===== src/rtl/scan_seq_pkg.sv =====
package scan_seq_pkg;
  typedef enum logic [2:0] {
    ST_IDLE,
    ST_LOAD,
    ST_LAUNCH,
    ST_CAPT,
    ST_FLUSH,
    ST_DONE
  } seq_state_e;
endpackage


===== src/rtl/scan_seq_bitcnt.sv =====
module scan_seq_bitcnt #(
  parameter int CHAIN_LEN = 8,
  parameter int CNT_W     = $clog2(CHAIN_LEN + 1)
) (
  input  logic             clk,
  input  logic             rst,
  input  logic             clr,
  input  logic             inc,
  input  logic [CNT_W-1:0] limit,
  output logic [CNT_W-1:0] cnt,
  output logic             at_lim
);
  assign at_lim = (cnt == limit);

  always_ff @(posedge clk) begin
    if (rst || clr) cnt <= '0;
    else if (inc)   cnt <= cnt + 1'b1;
  end


  cnt_range_chk: assert property (@(posedge clk) disable iff (rst)
    cnt <= CNT_W'(CHAIN_LEN));
endmodule


===== src/rtl/scan_seq_fsm.sv =====
module scan_seq_fsm
  import scan_seq_pkg::*;
#(
  parameter int CHAIN_LEN = 8,
  parameter int PAT_W     = 8,
  parameter int CNT_W     = $clog2(CHAIN_LEN + 1)
) (
  input  logic             clk,
  input  logic             rst,
  input  logic             start,
  input  logic             mode_los,
  input  logic [PAT_W-1:0] num_tests,
  input  logic             vec_valid,
  input  logic             at_lim,
  output seq_state_e       state,
  output logic             mode_q,
  output logic             first,
  output logic [CNT_W-1:0] limit
);
  logic [PAT_W-1:0] ntests_q;
  logic [PAT_W-1:0] tcnt;

  assign limit = (state == ST_LOAD && mode_q) ? CNT_W'(CHAIN_LEN) : CNT_W'(CHAIN_LEN - 1);

  always_ff @(posedge clk) begin
    if (rst) begin
      state    <= ST_IDLE;
      mode_q   <= 1'b0;
      ntests_q <= '0;
      tcnt     <= '0;
      first    <= 1'b0;
    end else begin
      case (state)
        ST_IDLE: if (start) begin
          mode_q   <= mode_los;
          ntests_q <= num_tests;
          tcnt     <= '0;
          first    <= 1'b1;
          state    <= (num_tests == '0) ? ST_DONE : ST_LOAD;
        end
        ST_LOAD: if (vec_valid && at_lim) state <= mode_q ? ST_CAPT : ST_LAUNCH;
        ST_LAUNCH: state <= ST_CAPT;
        ST_CAPT: begin
          first <= 1'b0;
          tcnt  <= tcnt + 1'b1;
          state <= (tcnt == ntests_q - 1'b1) ? ST_FLUSH : ST_LOAD;
        end
        ST_FLUSH: if (at_lim) state <= ST_DONE;
        ST_DONE: state <= ST_IDLE;
        default: state <= ST_IDLE;
      endcase
    end
  end


  cfg_hold_chk: assert property (@(posedge clk) disable iff (rst)
    (state != ST_IDLE && $past(state) != ST_IDLE) |-> ($stable(mode_q) && $stable(ntests_q)));
endmodule


===== src/rtl/scan_seq_decode.sv =====
module scan_seq_decode
  import scan_seq_pkg::*;
#(
  parameter int CHAIN_LEN = 8,
  parameter int CNT_W     = $clog2(CHAIN_LEN + 1)
) (
  input  logic             clk,
  input  logic             rst,
  input  seq_state_e       state,
  input  logic             mode_q,
  input  logic             first,
  input  logic [CNT_W-1:0] cnt,
  input  logic             vec_valid,
  input  logic             vec_bit,
  output logic             scan_en,
  output logic             scan_clk_en,
  output logic             scan_in,
  output logic             vec_ready,
  output logic             resp_valid,
  output logic             done
);
  always_comb begin
    scan_en     = 1'b0;
    scan_clk_en = 1'b0;
    scan_in     = 1'b0;
    vec_ready   = 1'b0;
    resp_valid  = 1'b0;
    done        = 1'b0;
    case (state)
      ST_LOAD: begin
        scan_en     = 1'b1;
        vec_ready   = 1'b1;
        scan_clk_en = vec_valid;
        scan_in     = vec_bit;
        resp_valid  = vec_valid && !first && (cnt < CNT_W'(CHAIN_LEN));
      end
      ST_LAUNCH: scan_clk_en = 1'b1;
      ST_CAPT:   scan_clk_en = 1'b1;
      ST_FLUSH: begin
        scan_en     = 1'b1;
        scan_clk_en = 1'b1;
        resp_valid  = 1'b1;
      end
      ST_DONE: done = 1'b1;
      default: ;
    endcase
  end


  los_capture_chk: assert property (@(posedge clk) disable iff (rst)
    (state == ST_CAPT && mode_q) |-> $past(scan_clk_en && scan_en));

  loc_capture_chk: assert property (@(posedge clk) disable iff (rst)
    (state == ST_CAPT && !mode_q) |-> $past(scan_clk_en && !scan_en));

  stall_hold_chk: assert property (@(posedge clk) disable iff (rst)
    (vec_ready && !vec_valid) |-> !scan_clk_en);

  resp_on_shift_chk: assert property (@(posedge clk) disable iff (rst)
    resp_valid |-> (scan_clk_en && scan_en));

  done_single_chk: assert property (@(posedge clk) disable iff (rst)
    done |=> !done);
endmodule


===== src/rtl/scan_seq_top.sv =====
module scan_seq_top
  import scan_seq_pkg::*;
#(
  parameter int CHAIN_LEN = 8,
  parameter int PAT_W     = 8
) (
  input  logic             clk,
  input  logic             rst,
  input  logic             start,
  input  logic             mode_los,
  input  logic [PAT_W-1:0] num_tests,
  input  logic             vec_bit,
  input  logic             vec_valid,
  output logic             vec_ready,
  output logic             scan_en,
  output logic             scan_clk_en,
  output logic             scan_in,
  input  logic             scan_out,
  output logic             resp_bit,
  output logic             resp_valid,
  output logic             done
);
  localparam int CNT_W = $clog2(CHAIN_LEN + 1);

  seq_state_e       state;
  logic             mode_q;
  logic             first;
  logic [CNT_W-1:0] limit;
  logic [CNT_W-1:0] cnt;
  logic             at_lim;
  logic             shift_fire;
  logic             cnt_clr;

  assign shift_fire = scan_clk_en && scan_en;
  assign cnt_clr    = (shift_fire && at_lim) || (state == ST_IDLE);
  assign resp_bit   = scan_out;

  scan_seq_fsm #(.CHAIN_LEN(CHAIN_LEN), .PAT_W(PAT_W), .CNT_W(CNT_W)) u_fsm (
    .clk(clk), .rst(rst), .start(start), .mode_los(mode_los), .num_tests(num_tests),
    .vec_valid(vec_valid), .at_lim(at_lim), .state(state), .mode_q(mode_q),
    .first(first), .limit(limit)
  );

  scan_seq_bitcnt #(.CHAIN_LEN(CHAIN_LEN), .CNT_W(CNT_W)) u_cnt (
    .clk(clk), .rst(rst), .clr(cnt_clr), .inc(shift_fire), .limit(limit),
    .cnt(cnt), .at_lim(at_lim)
  );

  scan_seq_decode #(.CHAIN_LEN(CHAIN_LEN), .CNT_W(CNT_W)) u_dec (
    .clk(clk), .rst(rst), .state(state), .mode_q(mode_q), .first(first), .cnt(cnt),
    .vec_valid(vec_valid), .vec_bit(vec_bit), .scan_en(scan_en),
    .scan_clk_en(scan_clk_en), .scan_in(scan_in), .vec_ready(vec_ready),
    .resp_valid(resp_valid), .done(done)
  );
endmodule


===== config.mk =====
export PLATFORM = sky130hd
export DESIGN_NAME = scan_seq_top
export DESIGN_NICKNAME = d
export VERILOG_FILES = /design/src/rtl/scan_seq_pkg.sv /design/src/rtl/scan_seq_bitcnt.sv /design/src/rtl/scan_seq_fsm.sv /design/src/rtl/scan_seq_decode.sv /design/src/rtl/scan_seq_top.sv
export SDC_FILE = /design/constraint.sdc
export NUM_CORES = 1
export LEC_CHECK = 0
export BUFFER_PORTS_ARGS = -buffer_cell sky130_fd_sc_hd__buf_2
export CELL_PAD_IN_SITES_DETAIL_PLACEMENT = 1
export CELL_PAD_IN_SITES_GLOBAL_PLACEMENT = 1
export CORE_MARGIN = 5
export CORE_UTILIZATION = 30
export CTS_CLUSTER_SIZE = 8
export DETAILED_ROUTE_END_ITERATION = 8
export PLACE_DENSITY_LB_ADDON = 0.1
export SYNTH_ARGS = -nofsm -noshare
export SYNTH_HDL_FRONTEND = slang
export SYNTH_SLANG_ARGS = --single-unit

===== constraint.sdc =====
create_clock -name clk -period 1.8 [get_ports clk]
set_clock_uncertainty 0.05 [all_clocks]
set_input_delay 0.09 -clock clk [delete_from_list [all_inputs] [get_ports clk]]
set_output_delay 0.09 -clock clk [all_outputs]
set_load 0.02 [all_outputs]

Word-level counts from Yosys, hierarchy flattened
Cells that the tools add are included.
- $add $sub $neg: 3
- order comparisons: 1
- eq/ne operators: 10
- mux-type cells: 18
- reductions and logical operators: 17
- operators by type and width (kind ; count):
    $pmux 8 s2 ; 1
    $mux 3 ; 5
    $pmux 3 s5 ; 1
    $add 8x1->8 const B ; 1
    $eq 8x8->1 ; 1
    $logic_not 8->1 ; 1
    $mux 8 ; 1
    $sub 8x1->8 const B ; 1
    $eq 3x2->1 const B ; 2
    $eq 3x3->1 const B ; 2
    $logic_and 1x1->1 ; 6
    $mux 1 ; 6
    $ne 2x2->1 const B ; 3
    $pmux 1 s2 ; 3
    $add 4x1->4 const B ; 1
    $eq 4x4->1 ; 1
    $lt 4x4->1 const B ; 1
    $mux 4 ; 1
    $reduce_and 2->1 ; 2
    $eq 3x1->1 const B ; 1
    $logic_not 3->1 ; 1
    $reduce_and 3->1 ; 1
    $reduce_or 3->1 ; 1
    $logic_or 1x1->1 ; 2
    other kinds (3) ; 3
- flip-flop bits (word level): 25
- input bits: 15
- output and inout bits: 7
- logic and storage cells: 55

Logic depth before layout (Yosys ltp)
Gate-level depths: netlist of run 1.
- depth in word-level cells: 7
- mapped depth: 7
- depth with buffers taken out: 7

Modules after synthesis
A second synthesis of run 1 with hierarchy kept.
- cell total of the unflattened synthesis: 197
- area total of the unflattened synthesis: 1531.5 µm²
- by module, submodules not included (module ; instances ; cells an instance ; area each (µm²) ; sequential area each (µm²)):
    scan_seq_fsm ; 1 ; 160 ; 1213.7 ; 420.4
    scan_seq_bitcnt ; 1 ; 22 ; 219.0 ; 80.1
    scan_seq_decode ; 1 ; 11 ; 70.1 ; 0.0
    scan_seq_top ; 1 ; 4 ; 28.8 ; 0.0

Worst setup path after synthesis of run 1
No wires, ideal clock.
- path type: register to register
- start point: register u_cnt.cnt[0]
- end point: register u_fsm.state[0]
- setup time: 0.074 ns
- arrival: 1.596 ns
- data required time: 1.676 ns
- slack: 0.079 ns
- cell stages (with the launch flop): 6
- buffers on the path: 0
- clock period less this slack: 1.721 ns
- path through: dfxtp_1 > or4b_1 > mux2_4 > o41ai_2 > a32oi_1 > a31oi_1
- longest elaborated chain between the ends: 4
- elaborated cells on any way between the ends: 5
- those cells by class: 3 x eq/ne; 2 x reduce/logical
- ends and longest elaborated chain (what ; line ; text):
    from (decl) ; scan_seq_bitcnt.sv:10 ; output logic [CNT_W-1:0] cnt,
    from (signal assigned) ; scan_seq_bitcnt.sv:17 ; else if (inc) cnt <= cnt + 1'b1;
    $eq 4x4->1 (*) ; scan_seq_bitcnt.sv:13 ; assign at_lim = (cnt == limit);
    $logic_and 1x1->1 ; scan_seq_fsm.sv:41 ; ST_LOAD: if (vec_valid && at_lim) state <= mode_q ? ST_CAPT : ST_LAUNCH;
    $ne 2x2->1 (no source line) ; - ;
    $reduce_and 3->1 (no source line) (*) ; - ;
    to (signal assigned) ; scan_seq_fsm.sv:39 ; state <= (num_tests == '0) ? ST_DONE : ST_LOAD;
    to (signal assigned) ; scan_seq_fsm.sv:41 ;
    to (signal assigned) ; scan_seq_fsm.sv:46 ; state <= (tcnt == ntests_q - 1'b1) ? ST_FLUSH : ST_LOAD;
    to (decl) ; scan_seq_fsm.sv:15 ; output seq_state_e state,
Mark *: on every way between the ends. The rest lies on a longest branch, timed or not.
A chain may end at the register's enable or synchronous reset.

Worst setup path in the final report of run 1
- start point: register u_cnt.cnt[0]
- end point: register u_cnt.cnt[2]
- longest elaborated chain between the ends: 4
- elaborated cells on any way between the ends: 5
- those cells by class: 1 x add/sub; 1 x eq/ne; 3 x reduce/logical
- ends and longest elaborated chain (what):
    parallel branches: the longest is 4 deep, another holds $add 4x1->4
Several ways; the timed one is not identified.

==> impl_metrics.yaml, run 1 <==
outcome:
  status: "completed"
grt:
  grt_max_degree: 24
  antenna_found_initial: 0
  grtUsageTotal: 0.139
  grt_pass1_wl_mm: 7.04
  globalRoute.totalOverflow: 0
  grt_pass1_vias: 1561
worst_setup_path:
  cp_data_required_time_ns: 1.92
  r2r-start: "u_cnt.cnt[0]"
  cp-end-kind: "flip-flop"
  path_class: "flip-flop to flip-flop"
  crit_arrival_ns: 1.90
  crit_path_start_kind: "flip-flop"
  startpoint: "u_cnt.cnt[0]"
  cp_max_fo: 4
routing:
  drtAntennaViolNets: 0
  wl_per_cell_um: 14.7
  vias_per_cell: 5.02
  route.detailed.drc: 0
  wl_mm: 4.18
  firstDrtPassIters: 4
  vias: 1430
  drt_iter0_drc: 22
sta:
  fin_crit_sh: 0.986
  hold_slack_ns: 0.00795
  tns_ns: 0
  fin_ws_ns: 0.0245
  slew_headroom: 0.746
  hold_violations: 0
  setup_viol: 0
  tightest_slew_ns: 0.372
  max_freq_mhz: 563
  rsz0062_at_grt: "yes"
  maxSlewViolCount: 0
  layout_min_cycle_time_ns: 1.78
power_and_ir_drop:
  peakVddDrop_mv: 0.242
  power.density_mw_per_mm2: 731
  power.total_mw: 1.32
  p_leak_nw: 0.712
clock_tree:
  max-clock-path-buffers: 2
  cts_tree: "yes"
  cts_buffers: 3
  clock_sinks: 25
  h-tree-depth: 1
  clk_latency_ns: 0.27
  cts.clk_slew.worst_paths_ns: 0.09
  cts_root_buffer: "clkbuf_8"
floorplan:
  coreArea_mm2: 0.00475
  die_area_mm2: 0.00641
  die_h_um: 80.1
  io_pins: 22
  die_width_um: 80.1
  rows: 25
  initial_core_util: 0.310
synthesis:
  ys_ff_latch: 25
  synthTopCellsByArea: "dfxtp_1, nand2_1, nor2_1"
  synthCells: 189
  yosysUniqueCellTypes: 45
  yosysWarnings: 0
  async_flop_share: 0
  avgSynthCellArea_um2: 7.79
  synth_area_mm2: 0.00147
  synthFlopType: "dfxtp_1"
  ys_seq_area_frac: 0.340
  synth_edf_count: 0
  synthDominantCellAreaShare: 0.340
  syn_nets: 207
  yosysTopAreaCell: "dfxtp_1"
layout:
  antenna_cells: 0
  final_common_cell: "nand2_1"
  finish.utilization: 0.380
  layout.nets: 237
  nFillCells: 591
  area_delta_synth_final_pct: 22.8
  drive_gt1_frac: 0.211
  layout_common_cells: "nand2_1, nor2_1, dfxtp_1, buf_2, a21oi_1"
worst_hold_path:
  hold_class: "primary input to flip-flop"
  min-delay-start: "num_tests[7]"
placed_design:
  gp_congestion: 0.842
  port_buffers: 19
  place_ws_ns: 0.00294
  hpwl_mm: 3.34
job:
  maxCapViolations: 0
[cells by family (layout without fill, tap and decap cells)]
family | after synthesis | after routing | synth area share
AND/OR/NAND/NOR | 92 | 92 | 0.311
AO/OA/AOI/OAI | 37 | 37 | 0.167
flip-flops | 25 | 25 | 0.340
buffers and inverters | 14 | 43 | 0.0399
XOR/XNOR | 12 | 12 | 0.0714
multiplexers | 6 | 6 | 0.0459
adder cells (fa/ha/maj) | 3 | 3 | 0.0255
[final timing paths]
path                             to  slack [ns]  depth (start not counted)
setup / recovery       u_cnt.cnt[2]        0.02                          5
hold / removal    u_fsm.ntests_q[7]       0.008                          3
setup reg to reg       u_cnt.cnt[2]        0.02                          5
hold reg to reg   u_fsm.ntests_q[7]        0.43                          2
[worst max-delay path, stage by stage (launching register included)]
cell	delay, ns
dfxtp_2	0.33
or4b_4	0.54
mux2_4	0.31
nor2_1	0.15
a221o_1	0.24
nor2_1	0.06
[per-layer routing]
layer	up-vias	GRT usage	part of all wire
met3	4	0.0235	0.039
li1	719	-	-
met5	-	0	0
met1	686	0.147	0.43
met4	0	0.0304	0.0093
met2	21	0.281	0.52
[flip-flops by register name, summed over array words and instances, names as in the netlist]
register	count
u_fsm.first	1
u_fsm.ntests_q	8
u_fsm.state	3
u_cnt.cnt	4
u_fsm.tcnt	8
u_fsm.mode_q	1
[through the flow]
step                      cells  area (um^2)
after floorplan             189         1470
after global placement      280         1720
after detailed placement    280         1720
after CTS                   285         1780
after global routing        285         1810
final                       285         1810
[what timing repair did]
| item | 4_1_cts | 5_1_grt |
|---|---|---|
| endpoints found under the setup margin | 1 | 7 |
| hold endpoints to repair | 1 | 0 |
| resized for setup | 2 | 5 |
| setup buffers | 0 | 0 |
| pin swaps | 0 | 2 |
| hold buffers | 1 | 0 |
[cell type report]
cell class,instances,area (um^2),area share
flip-flops and latches,25,503,0.278
clock buffers,3,41.3,0.0228
well taps,67,83.8,0.0464
clock inverters,1,5.00,0.00277
inverters,5,18.8,0.0104
repair buffers,34,210,0.116
multi-input cells,150,946,0.523
[synth_stat cells (2+ instances only)]
| master | number |
|---|---|
| clkbuf_1 | 6 |
| inv_1 | 5 |
| nor4_1 | 2 |
| nor3_1 | 5 |
| xor2_1 | 6 |
| mux2i_1 | 3 |
| o21ai_0 | 2 |
| nand2_1 | 28 |
| nand3b_1 | 2 |
| or4b_1 | 2 |
| nand4b_1 | 3 |
| and3_1 | 2 |
| ha_1 | 3 |
| nand2b_1 | 4 |
| and2_1 | 2 |
| mux2_1 | 2 |
| buf_2 | 2 |
| xnor2_1 | 6 |
| nand3_1 | 10 |
| nor2b_1 | 2 |
| a211oi_1 | 2 |
| nor2_1 | 26 |
| a21oi_1 | 18 |
| dfxtp_1 | 25 |
[power by group]
part	total [mW]	leakage (nW)	switching (mW)	internal, mW
sequential	0.613	0.204	0.0333	0.580
combinational	0.364	0.482	0.208	0.155
clock	0.344	0.0255	0.189	0.155
total	1.32	0.712	0.430	0.891
(Power assumes the default switching activity.)
==> run 2: changes to the inputs <==
--- a/config.mk
+++ b/config.mk
@@ -9,10 +9,12 @@
 export CELL_PAD_IN_SITES_DETAIL_PLACEMENT = 1
 export CELL_PAD_IN_SITES_GLOBAL_PLACEMENT = 1
 export CORE_MARGIN = 5
-export CORE_UTILIZATION = 30
+export CORE_UTILIZATION = 35
 export CTS_CLUSTER_SIZE = 8
 export DETAILED_ROUTE_END_ITERATION = 8
+export MAX_ROUTING_LAYER = met4
 export PLACE_DENSITY_LB_ADDON = 0.1
+export SKIP_LAST_GASP = 1
 export SYNTH_ARGS = -nofsm -noshare
 export SYNTH_HDL_FRONTEND = slang
 export SYNTH_SLANG_ARGS = --single-unit
==> run 2 against run 1 <==
Highest routed layer unchanged. Sequential share of layout area rose by 0.60 points. Sequential power barely moved. Routed wire length fell by 5.3%. Cell count fell by 6.7%. First-iteration DRC count rose by 23%. Utilization rose by 5.8 points. The run now ends with negative hold slack left.
==> impl_metrics.yaml, run 2 (synthesis results as in run 1) <==
outcome:
  status: "complete, but fails checks"
  violations: "negative hold slack"
power_and_ir_drop:
  p_leak_nw: 0.688
  power.density_mw_per_mm2: 748
  peakVddDrop_mv: 0.327
layout:
  layout_common_cells: "nand2_1, nor2_1, dfxtp_1, buf_2, a21oi_1"
  antenna_cells: 0
  drive_gt1_frac: 0.208
  finish.utilization: 0.438
  nFillCells: 522
  area_delta_synth_final_pct: 19.9
  largestRegisters: "u_fsm.ntests_q x8, u_fsm.tcnt x8, u_cnt.cnt x4"
  seq_area_um2: 502
  multiInputGateArea_um2: 941
  layout.nets: 235
  final_common_cell: "nand2_1"
routing:
  drt_iter0_drc: 27
  wl_per_cell_um: 14.9
  vias: 1424
  drtAntennaViolNets: 0
  firstDrtPassIters: 3
  vias_per_cell: 5.35
  route.detailed.drc: 0
  wl_mm: 3.96
clock_tree:
  clk_latency_ns: 0.28
  h-tree-depth: 1
  cts_buffers: 3
  cts_root_buffer: "clkbuf_8"
  post-cts-setup-buffers: 0
  cts_tree: "yes"
  cts_hold_buf: 0
  clock_sinks: 25
  cts.clk_slew.worst_paths_ns: 0.09
  max-clock-path-buffers: 2
floorplan:
  rows: 23
  die_area_mm2: 0.00560
  die_width_um: 74.9
  initial_core_util: 0.366
  io_pins: 22
  die_h_um: 74.9
  coreArea_mm2: 0.00403
placed_design:
  port_buffers: 19
  place_ws_ns: 0.0162
  hpwl_mm: 3.15
  gp_congestion: 0.833
grt:
  grt_pass1_vias: 1557
  antenna_found_initial: 0
  grt_pass1_wl_mm: 6.96
  grt_max_degree: 24
  globalRoute.totalOverflow: 0
  busiest_layer: "met2"
  met2_usage: 0.297
  met1_usage: 0.188
  met3_usage: 0.0200
  grtUsageTotal: 0.163
sta:
  hold_slack_ns: -0.000675
  hold_violations: 1
  layout_min_cycle_time_ns: 1.75
  maxSlewViolCount: 0
  slew_headroom: 0.751
  setup_viol: 0
  fin_ws_ns: 0.0467
  max_freq_mhz: 570
  tightest_slew_ns: 0.364
  rsz0062_at_grt: "yes"
  fin_crit_sh: 0.974
worst_setup_path:
  path_class: "flip-flop to flip-flop"
  crit_path_start_kind: "flip-flop"
  crit_arrival_ns: 1.92
  r2r-start: "u_cnt.cnt[0]"
  cp_data_required_time_ns: 1.96
  cp-end-kind: "flip-flop"
  cp_max_fo: 3
  startpoint: "u_cnt.cnt[0]"
job:
  maxCapViolations: 0
worst_hold_path:
  hold_class: "primary input to flip-flop"
  min-delay-start: "num_tests[7]"
run 2: area by class of cell:
cell class | instances | area share
Sequential cell | 25 | 0.284
Inverter | 5 | 0.0106
Clock buffer | 3 | 0.0234
Timing Repair Buffer | 32 | 0.109
Clock inverter | 1 | 0.00425
Tap cell | 50 | 0.0354
Multi-Input combinational cell | 150 | 0.533
run 2: critical path: stages (launching register included):
cell and delay [ns]:
dfxtp_1 0.32, or4b_4 0.54, mux2_4 0.30, o41ai_2 0.27, a32oi_1 0.08, a31oi_1 0.14
run 2: per-layer routing:
| metal | part of all wire | vias up |
|---|---|---|
| met4 | 0.012 | 0 |
| met1 | 0.44 | 684 |
| li1 | - | 714 |
| met3 | 0.032 | 5 |
| met2 | 0.52 | 21 |
| met5 | 0 | - |
run 2: power by group:
part / switching [mW] / internal (mW) / total [mW]
clock network: 0.193 / 0.157 / 0.350
logic: 0.202 / 0.153 / 0.356
registers: 0.0350 / 0.580 / 0.615
run 2: what timing repair did:
item	CTS	global route
endpoints found under the setup margin	2	10
cloned	0	0
endpoints found under the hold margin	0	0
resized for setup	2	4
run 2: path summary, 6_finish.rpt:
kind / end / slack [ns] / depth (start not counted)
max: u_fsm.state[0] / 0.05 / 5
min: u_fsm.ntests_q[7] / -0.0007 / 3
max reg2reg: u_fsm.state[0] / 0.05 / 5
min reg2reg: u_fsm.ntests_q[7] / 0.43 / 2
run 2: metrics by stage:
step | TNS, ns | std cells | power, mW | instance area [um^2]
after floorplan | 0 | 189 | 0.865 | 1470
after global placement | 0 | 262 | 0.968 | 1690
after detailed placement | 0 | 262 | 0.981 | 1690
after CTS | 0 | 266 | 1.33 | 1750
after global routing | -0.120 | 266 | 1.41 | 1770
final | 0 | 266 | 1.32 | 1770
==> run 3: changes to the inputs <==
--- a/config.mk
+++ b/config.mk
@@ -9,11 +9,12 @@
 export CELL_PAD_IN_SITES_DETAIL_PLACEMENT = 1
 export CELL_PAD_IN_SITES_GLOBAL_PLACEMENT = 1
 export CORE_MARGIN = 5
-export CORE_UTILIZATION = 35
+export CORE_UTILIZATION = 37
 export CTS_CLUSTER_SIZE = 8
 export DETAILED_ROUTE_END_ITERATION = 8
 export MAX_ROUTING_LAYER = met4
 export PLACE_DENSITY_LB_ADDON = 0.1
+export SETUP_SLACK_MARGIN = 0.5
 export SKIP_LAST_GASP = 1
 export SYNTH_ARGS = -nofsm -noshare
 export SYNTH_HDL_FRONTEND = slang
==> run 3 against run 2 <==
The flow now finishes without violations. Highest routed layer unchanged. Fmax shrank 1.1%. Setup slack worse by 0.019 ns. Critical endpoint unchanged. Largest power group unchanged. Routed wire length rose by 4.8%. Worst hold slack gained 0.0034 ns. Utilization up 4.8 points. Largest cell class unchanged. Sequential power about the same.
==> impl_metrics.yaml, run 3 (synthesis results as in run 1) <==
power_and_ir_drop:
  power.total_mw: 1.37
  switching_share: 0.321
  p_leak_nw: 0.749
  comb_power_share: 0.306
  power.density_mw_per_mm2: 715
  peakVddDrop_mv: 0.341
  intPower_uw: 931
  power_frac_clock: 0.248
  switching_power_uw: 440
  seq_power_share: 0.446
routing:
  drt_iter0_drc: 63
  firstDrtPassIters: 4
  drtAntennaViolNets: 0
  wl_per_cell_um: 15.5
  route.detailed.drc: 0
  vias_per_cell: 5.47
  vias: 1467
  wl_mm: 4.16
placed_design:
  gp_congestion: 0.789
  port_buffers: 19
  place_ws_ns: -0.00650
  place_area_mm2: 0.00171
  hpwl_mm: 3.23
worst_setup_path:
  cp_slowest_stage_delay_ns: 0.53
  r2r_setup_slack_ns: 0.03
  crit_path_start_kind: "flip-flop"
  path_class: "flip-flop to flip-flop"
  crit_cells: 5
  cpLargestDelayFamily: "simple AND/OR/NAND/NOR gates"
  cp-end-kind: "flip-flop"
  path_buf_inv: 0
  cp_data_required_time_ns: 1.95
  cp_max_fo: 3
  crit_arrival_ns: 1.92
  cp_slowest_cell: "or4b_4"
  crit_chain: "or4b_4 -> mux2_4 -> o41ai_4 -> a32oi_1 -> a31oi_1"
  reg2reg_depth: 5
floorplan:
  initial_core_util: 0.374
  die_width_um: 73.1
  die_area_mm2: 0.00534
  coreArea_mm2: 0.00394
  die_h_um: 73.1
  io_pins: 22
  rows: 23
outcome:
  status: "completed"
sta:
  fin_crit_sh: 0.985
  fin_ws_ns: 0.0275
  hold_violations: 0
  layout_min_cycle_time_ns: 1.77
  tns_ns: 0
  slew_headroom: 0.747
  tightest_slew_ns: 0.370
  rsz0062_at_grt: "yes"
  max_freq_mhz: 564
  setup_viol: 0
  hold_slack_ns: 0.00274
  maxSlewViolCount: 0
layout:
  final_common_cell: "nand2_1"
  layout_common_cells: "nand2_1, nor2_1, a21oi_1, buf_2, dfxtp_1"
  area_delta_synth_final_pct: 30.2
  antenna_cells: 0
  nFillCells: 486
  largestRegisters: "u_fsm.ntests_q x8, u_fsm.tcnt x8, u_cnt.cnt x4"
  stdcell_area_mm2: 0.00192
  layout.nets: 237
  drive_gt1_frac: 0.317
clock_tree:
  cts_root_buffer: "clkbuf_8"
  cts_buffers: 3
  clock_sinks: 25
  cts_tree: "yes"
  cts.clk_slew.worst_paths_ns: 0.09
  max-clock-path-buffers: 2
  h-tree-depth: 1
  clk_latency_ns: 0.27
grt:
  grt_max_degree: 24
  globalRoute.totalOverflow: 0
  grtUsageTotal: 0.172
  antenna_found_initial: 0
  grt_pass1_wl_mm: 7.04
  grt_pass1_vias: 1552
worst_hold_path:
  hold-path-cell-count: 3
  hold_class: "primary input to flip-flop"
job:
  maxCapViolations: 0
-- run 3: changes by cell type in the layout (fill, tap and decap cells not counted), sizes merged --
cell,delta
buf,+2
clkbuf,+1
clkinvlp,-1
-- run 3: power by group through the flow --
stage / clock network, mW / logic (mW) / registers, mW
global route: 0.370 / 0.463 / 0.617
global placement: 0 / 0.352 / 0.622
detailed placement: 0 / 0.367 / 0.624
CTS: 0.345 / 0.414 / 0.610
floorplan: 0 / 0.265 / 0.614
finish: 0.340 / 0.419 / 0.612
-- run 3: through the flow --
stage / util / std cells
after floorplan: - / 189
after global placement: 0.435 / 260
after detailed placement: 0.435 / 260
after CTS: 0.480 / 268
after global routing: 0.487 / 268
final: 0.487 / 268
-- run 3: final cells by class --
cell class,instances,area [um^2],area share
Multi-Input combinational cell,150,1050,0.549
Clock buffer,4,45.0,0.0235
Timing Repair Buffer,34,224,0.117
Inverter,5,21.3,0.0111
Sequential cell,25,513,0.267
Tap cell,50,62.6,0.0326
-- run 3: layer usage --
metal	share of wire	vias to the layer above	GRT usage
met5	0	-	-
met4	0.012	0	0.0430
met3	0.037	5	0.0262
met2	0.52	28	0.311
met1	0.43	709	0.196
li1	-	725	-
-- run 3: path summary, 6_finish.rpt --
path | from | end
worst max-delay path | u_cnt.cnt[0] | u_fsm.state[0]
worst min-delay path | num_tests[1] | u_fsm.ntests_q[1]
worst max register to register | u_cnt.cnt[0] | u_fsm.state[0]
worst min register to register | u_fsm.ntests_q[7] | u_fsm.ntests_q[7]
-- run 3: repair_timing --
item,CTS,global route
pin swaps,11,2
gates resized for setup,27,5
setup endpoints to repair,31,31
cloned,0,0
hold buffers,0,0
buffers inserted,4,0
-- run 3: tightest hold or removal path, cell delays in order --
cell and delay [ns]:
buf_2 0.11, nand2_1 0.05, a21oi_1 0.05
